**config.mk**
```make
export PLATFORM = sky130hd
export DESIGN_NAME = pipe_incrementer
export DESIGN_NICKNAME = d
export VERILOG_FILES = /design/src/rtl/incr_pipe_pkg.sv /design/src/rtl/incr_stage.sv /design/src/rtl/incr_valid_pipe.sv /design/src/rtl/pipe_incrementer.sv
export SDC_FILE = /design/constraint.sdc
export NUM_CORES = 1
export LEC_CHECK = 0
export ABC_CLOCK_PERIOD_IN_PS = 2100
export BUFFER_PORTS_ARGS = -buffer_cell sky130_fd_sc_hd__buf_4
export CAP_MARGIN = 15
export CORE_MARGIN = 2
export CORE_UTILIZATION = 60
export DETAILED_ROUTE_END_ITERATION = 16
export PLACE_DENSITY = 0.81
export SLEW_MARGIN = 25
export SYNTH_ARGS = -nofsm -noshare
export SYNTH_HDL_FRONTEND = slang
export SYNTH_SLANG_ARGS = --single-unit
```
**constraint.sdc**
```tcl
create_clock -name clk -period 2.1 [get_ports clk]
set_input_delay 0 -clock clk [delete_from_list [all_inputs] [get_ports clk]]
set_output_delay 0 -clock clk [all_outputs]
set_load 0.1 [all_outputs]
```
**src/rtl/incr_pipe_pkg.sv**
```systemverilog
// Shared helpers for the pipelined incrementer.
// Assumes GROUP divides WIDTH; a zero GROUP is treated as one bit per stage.
package incr_pipe_pkg;

    // Number of registered stages for a given width and bits-per-stage.
    function automatic int unsigned stage_count(input int unsigned width,
                                                input int unsigned group);
        return (group == 0) ? width : width / group;
    endfunction

endpackage

```
**src/rtl/incr_stage.sv**
```systemverilog
// One registered stage of the incrementer grid.
// Wire positions 0..WIDTH: positions below BASE hold finished sum bits,
// position BASE holds the running carry, and positions above it hold operand
// bits not yet used. The stage resolves GROUP bits and registers every position.
// Assumes BASE + GROUP <= WIDTH.
module incr_stage #(
    parameter int WIDTH     = 8,
    parameter int GROUP     = 1,
    parameter int STAGE_IDX = 0
) (
    input  logic             clk,
    input  logic             rst_n,
    input  logic [WIDTH:0]   w_in,
    output logic [WIDTH:0]   w_out
);
    localparam int BASE = STAGE_IDX * GROUP;

    logic [WIDTH:0] nxt;
    logic           c;
    logic           a;

    // Half-adder chain over this stage's bits; other positions pass unchanged.
    always_comb begin
        nxt = w_in;
        c   = w_in[BASE];
        a   = 1'b0;
        for (int j = 0; j < GROUP; j++) begin
            a             = w_in[BASE + j + 1];
            nxt[BASE + j] = c ^ a;
            c             = c & a;
        end
        nxt[BASE + GROUP] = c;
    end

    // Stage register with synchronous clear.
    always_ff @(posedge clk) begin
        if (!rst_n) w_out <= '0;
        else        w_out <= nxt;
    end

endmodule

```
**src/rtl/incr_valid_pipe.sv**
```systemverilog
// Valid shadow pipeline: delays a one-bit flag by DEPTH registered cycles.
// Assumes DEPTH >= 1.
module incr_valid_pipe #(
    parameter int DEPTH = 8
) (
    input  logic clk,
    input  logic rst_n,
    input  logic vin,
    output logic vout
);
    logic [DEPTH-1:0] sr;

    generate
        if (DEPTH == 1) begin : g_single
            // Single flag register.
            always_ff @(posedge clk) begin
                if (!rst_n) sr <= '0;
                else        sr <= vin;
            end
        end else begin : g_chain
            // Shift register, newest flag at bit 0.
            always_ff @(posedge clk) begin
                if (!rst_n) sr <= '0;
                else        sr <= {sr[DEPTH-2:0], vin};
            end
        end
    endgenerate

    assign vout = sr[DEPTH-1];

endmodule

```
**src/rtl/pipe_incrementer.sv**
```systemverilog
// Fully pipelined incrementer: operand + carry_in through WIDTH/GROUP
// registered half-adder stages, one new input per cycle, with a valid shadow.
// Assumes GROUP divides WIDTH. The clear is synchronous and active low.
module pipe_incrementer
    import incr_pipe_pkg::*;
#(
    parameter int WIDTH = 8,
    parameter int GROUP = 1
) (
    input  logic             clk,
    input  logic             rst_n,
    input  logic             in_valid,
    input  logic [WIDTH-1:0] operand,
    input  logic             carry_in,
    output logic             out_valid,
    output logic [WIDTH-1:0] sum,
    output logic             carry_out
);
    localparam int STAGES = int'(stage_count(WIDTH, GROUP));

    logic [STAGES:0][WIDTH:0] grid;

    // Row 0: carry at position 0, operand bits above it, LSB first.
    assign grid[0] = {operand, carry_in};

    generate
        for (genvar s = 0; s < STAGES; s++) begin : g_stage
            incr_stage #(
                .WIDTH    (WIDTH),
                .GROUP    (GROUP),
                .STAGE_IDX(s)
            ) u_stage (
                .clk  (clk),
                .rst_n(rst_n),
                .w_in (grid[s]),
                .w_out(grid[s+1])
            );
        end
    endgenerate

    incr_valid_pipe #(.DEPTH(STAGES)) u_valid (
        .clk  (clk),
        .rst_n(rst_n),
        .vin  (in_valid),
        .vout (out_valid)
    );

    assign sum       = grid[STAGES][WIDTH-1:0];
    assign carry_out = grid[STAGES][WIDTH];

endmodule

```
==> results.py <==
metrics = {
    "critical_path": {
        "reg2reg_to": "g_stage[2].u_stage.w_out[2]",
        "cp_max_fo": 1,
        "arrival_ps": 1650,
        "crit_top_cell": "dlygate4sd3_1",
        "critPathMaxStageDelay_ps": 560,
        "path_cells": "dlygate4sd3_1, buf_4, ha_1, dlygate4sd3_1, and2_1",
        "crit_required_ps": 2330,
        "r2r_setup_slack_ps": 1210,
        "crit_path_start_kind": "input port",
        "worstReg2RegStart": "g_stage[1].u_stage.w_out[2]",
        "worstSetupPathType": "input port to flop",
        "cp_slowest_cell": "dlygate4sd3_1",
        "rr_worst_depth": 2,
        "end_kind": "flop",
    },
    "placement": {
        "gp_congestion": 0.649,
        "placed_cell_area_sq_um": 2490,
        "pre_cts_slack_ps": 1230,
        "port_buffers": 21,
        "dp_cells": 237,
    },
    "floorplan": {
        "core_sq_um": 3690,
        "rows": 22,
        "die_w_microns": 66.1,
        "fp.dieH_microns": 66.1,
        "io_pins": 22,
        "start_util_pct": 62.7,
        "die-area_sq_um": 4370,
    },
    "sta": {
        "finalSetupViolCount": 0,
        "period_needed_ps": 1420,
        "min_period_over_period_pct": 67.6,
        "tightest_slew_ps": 475,
        "fin_worst_skew_ps": 4.00,
        "max-slew-margin-rel_pct": 68.3,
        "final-hold-violation-count": 0,
        "rsz0062_at_grt": "false",
        "whs_ps": 12.2,
        "setup_ws_ps": 680,
        "finalSetupTns_ps": 0,
        "slew_viol_final": 0,
        "fmax_mhz": 704,
    },
    "synth": {
        "syn_avg_cell_area_sq_um": 13.1,
        "ys_types": 5,
        "synth-edff-count": 0,
        "synthFlopType": "dfxtp_1",
        "synthTopCellsByArea": "dfxtp_1 (69%), and2_2 (18%), and2_1 (6.2%)",
        "synth_common_cells": "dfxtp_1 (80), and2_2 (57), and2_1 (23), clkbuf_2 (8), ha_1 (8)",
        "yosys.area.top_type_share_pct": 69.2,
        "synth_fp_nets": 196,
        "yosysMostFrequentCell": "dfxtp_1",
        "synth_warnings": 0,
        "async_reset_ff_share_pct": 0,
        "synthCells": 176,
        "yosysSeqAreaShare_pct": 69.2,
        "synth_area_leader_cell": "dfxtp_1",
        "ys_ff_latch": 80,
        "netlist_area_sq_um": 2310,
    },
    "global_routing": {
        "grt_use_total_pct": 15.5,
        "grt_overflow": 0,
        "grt_pass1_wl_microns": 4750,
        "gr-usage-met3_pct": 5.79,
        "met1_usage_pct": 13.4,
        "grt_max_degree": 81,
        "met2_usage_pct": 27.9,
        "grt_pass1_vias": 1225,
        "antenna_found_initial": 0,
        "grt-busiest-layer": "met2",
    },
    "clock_tree": {
        "clk_latency_ps": 330,
        "cts-root-buf": "clkbuf_8",
        "h-tree-depth": 3,
        "cts-resized-gates": 0,
        "cts_made_buffers": 9,
        "cts_num_sinks": 80,
        "clockBufferDepth": 2,
        "cts_setup_buffers": 0,
        "clk_pin_slew_worst_paths_ps": 70,
        "cts_tree": "yes",
    },
    "run": {
        "cap_violations": 0,
    },
    "pwr": {
        "peakVddDrop_uv": 716,
        "power.density_nw_per_um2": 966,
        "power_leakage_uw": 0.00126,
    },
    "hold_path": {
        "hold_path_depth": 3,
        "hold_path.class": "input port to flop",
        "hold_path_startpoint": "operand[0]",
        "whs_endpoint": "g_stage[0].u_stage.w_out[1]",
    },
    "detailed_routing": {
        "first_pass_iters": 4,
        "viasPerCell": 4.47,
        "wl_per_cell_microns": 10.6,
        "drc": 0,
        "num_vias": 1172,
        "ant_nets": 0,
        "drtIter0Drc": 59,
        "wirelength_microns": 2780,
    },
    "cells_and_area": {
        "antenna_cells": 0,
        "final_cell_count_no_fill": 262,
        "multiInputGateArea_sq_um": 672,
        "area_growth_syn_to_layout_pct": 20.1,
        "layout-drive-gt1-share_pct": 42.5,
        "seqCellArea_sq_um": 1600,
        "final_nets": 230,
        "final.fill_count": 248,
        "stdcell_area_sq_um": 2780,
    },
    "run_status": {
        "status": "complete, no violations",
    },
}
-- how the worst max path moves through the flow --
stage	endpoint	start	slack (ps)	depth (start not counted)
detailed placement	g_stage[5].u_stage.w_out[5]	g_stage[4].u_stage.w_out[5]	1230	2
global placement	g_stage[6].u_stage.w_out[6]	g_stage[5].u_stage.w_out[6]	1260	2
global route	g_stage[0].u_stage.w_out[0]	carry_in	670	5
CTS	g_stage[0].u_stage.w_out[0]	carry_in	730	5
floorplan	carry_out	g_stage[7].u_stage.w_out[8]	1190	0
finish	g_stage[0].u_stage.w_out[0]	carry_in	680	5
-- worst max-delay path, delay by kind of cell --
| kind | cells | cell delay (ps) |
|---|---|---|
| buffers and inverters | 3 | 1240 |
| adder cells (fa/ha/maj) | 1 | 270 |
| AND/OR/NAND/NOR | 1 | 150 |
-- per-layer routing --
metal	vias to the layer above	part of all wire (%)
met2	25	53
met3	8	4.6
met4	0	3.1
met1	537	39
li1	602	-
met5	-	0
-- cell usage in the layout (no fill, tap or decap) --
| master | instances |
|---|---|
| clkbuf_1 | 2 |
| clkinvlp_4 | 1 |
| clkinv_2 | 1 |
| and2_2 | 57 |
| and2_1 | 23 |
| dlygate4sd3_1 | 10 |
| dfxtp_1 | 80 |
| bufinv_16 | 1 |
| clkbuf_8 | 10 |
| buf_4 | 21 |
| ha_1 | 8 |
-- power by group --
group          switching, uW  internal [uW]
Combinational           29.2           46.0
Sequential              6.46           1550
Clock                    481            574
Total                    517           2170
-- cells by family (layout without fill, tap and decap cells) --
family	Yosys count	after routing	share of synthesized area, %
fa+ha+maj	8	8	4.33
buf+inv	8	46	1.73
flops	80	80	69.2
simple gates	80	80	24.7
-- sequential cells by signal, indices dropped and copies added, names as in the netlist --
name                   cells
g_stage.u_stage.w_out     72
u_valid.sr                 8
-- final cells by class --
| class | instances | share of cell area [%] |
|---|---|---|
| tap | 48 | 2.16 |
| sequential | 80 | 57.6 |
| clock buffer | 12 | 5.22 |
| multi-input combinational | 88 | 24.2 |
| clock inverter | 3 | 1.53 |
| timing repair buffer | 31 | 9.28 |
-- per-stage QoR --
stage	utilization [%]	total power [uW]
global route	75.3	2790
CTS	75.3	2710
floorplan	-	1630
finish	75.3	2680
global placement	67.5	1640
detailed placement	67.5	1650
-- repair_timing --
item                                   CTS  global route
hold buffers                            10             0
setup endpoints to repair                0             0
endpoints found under the hold margin    9             0
Power figures use the tool's default switching activity.
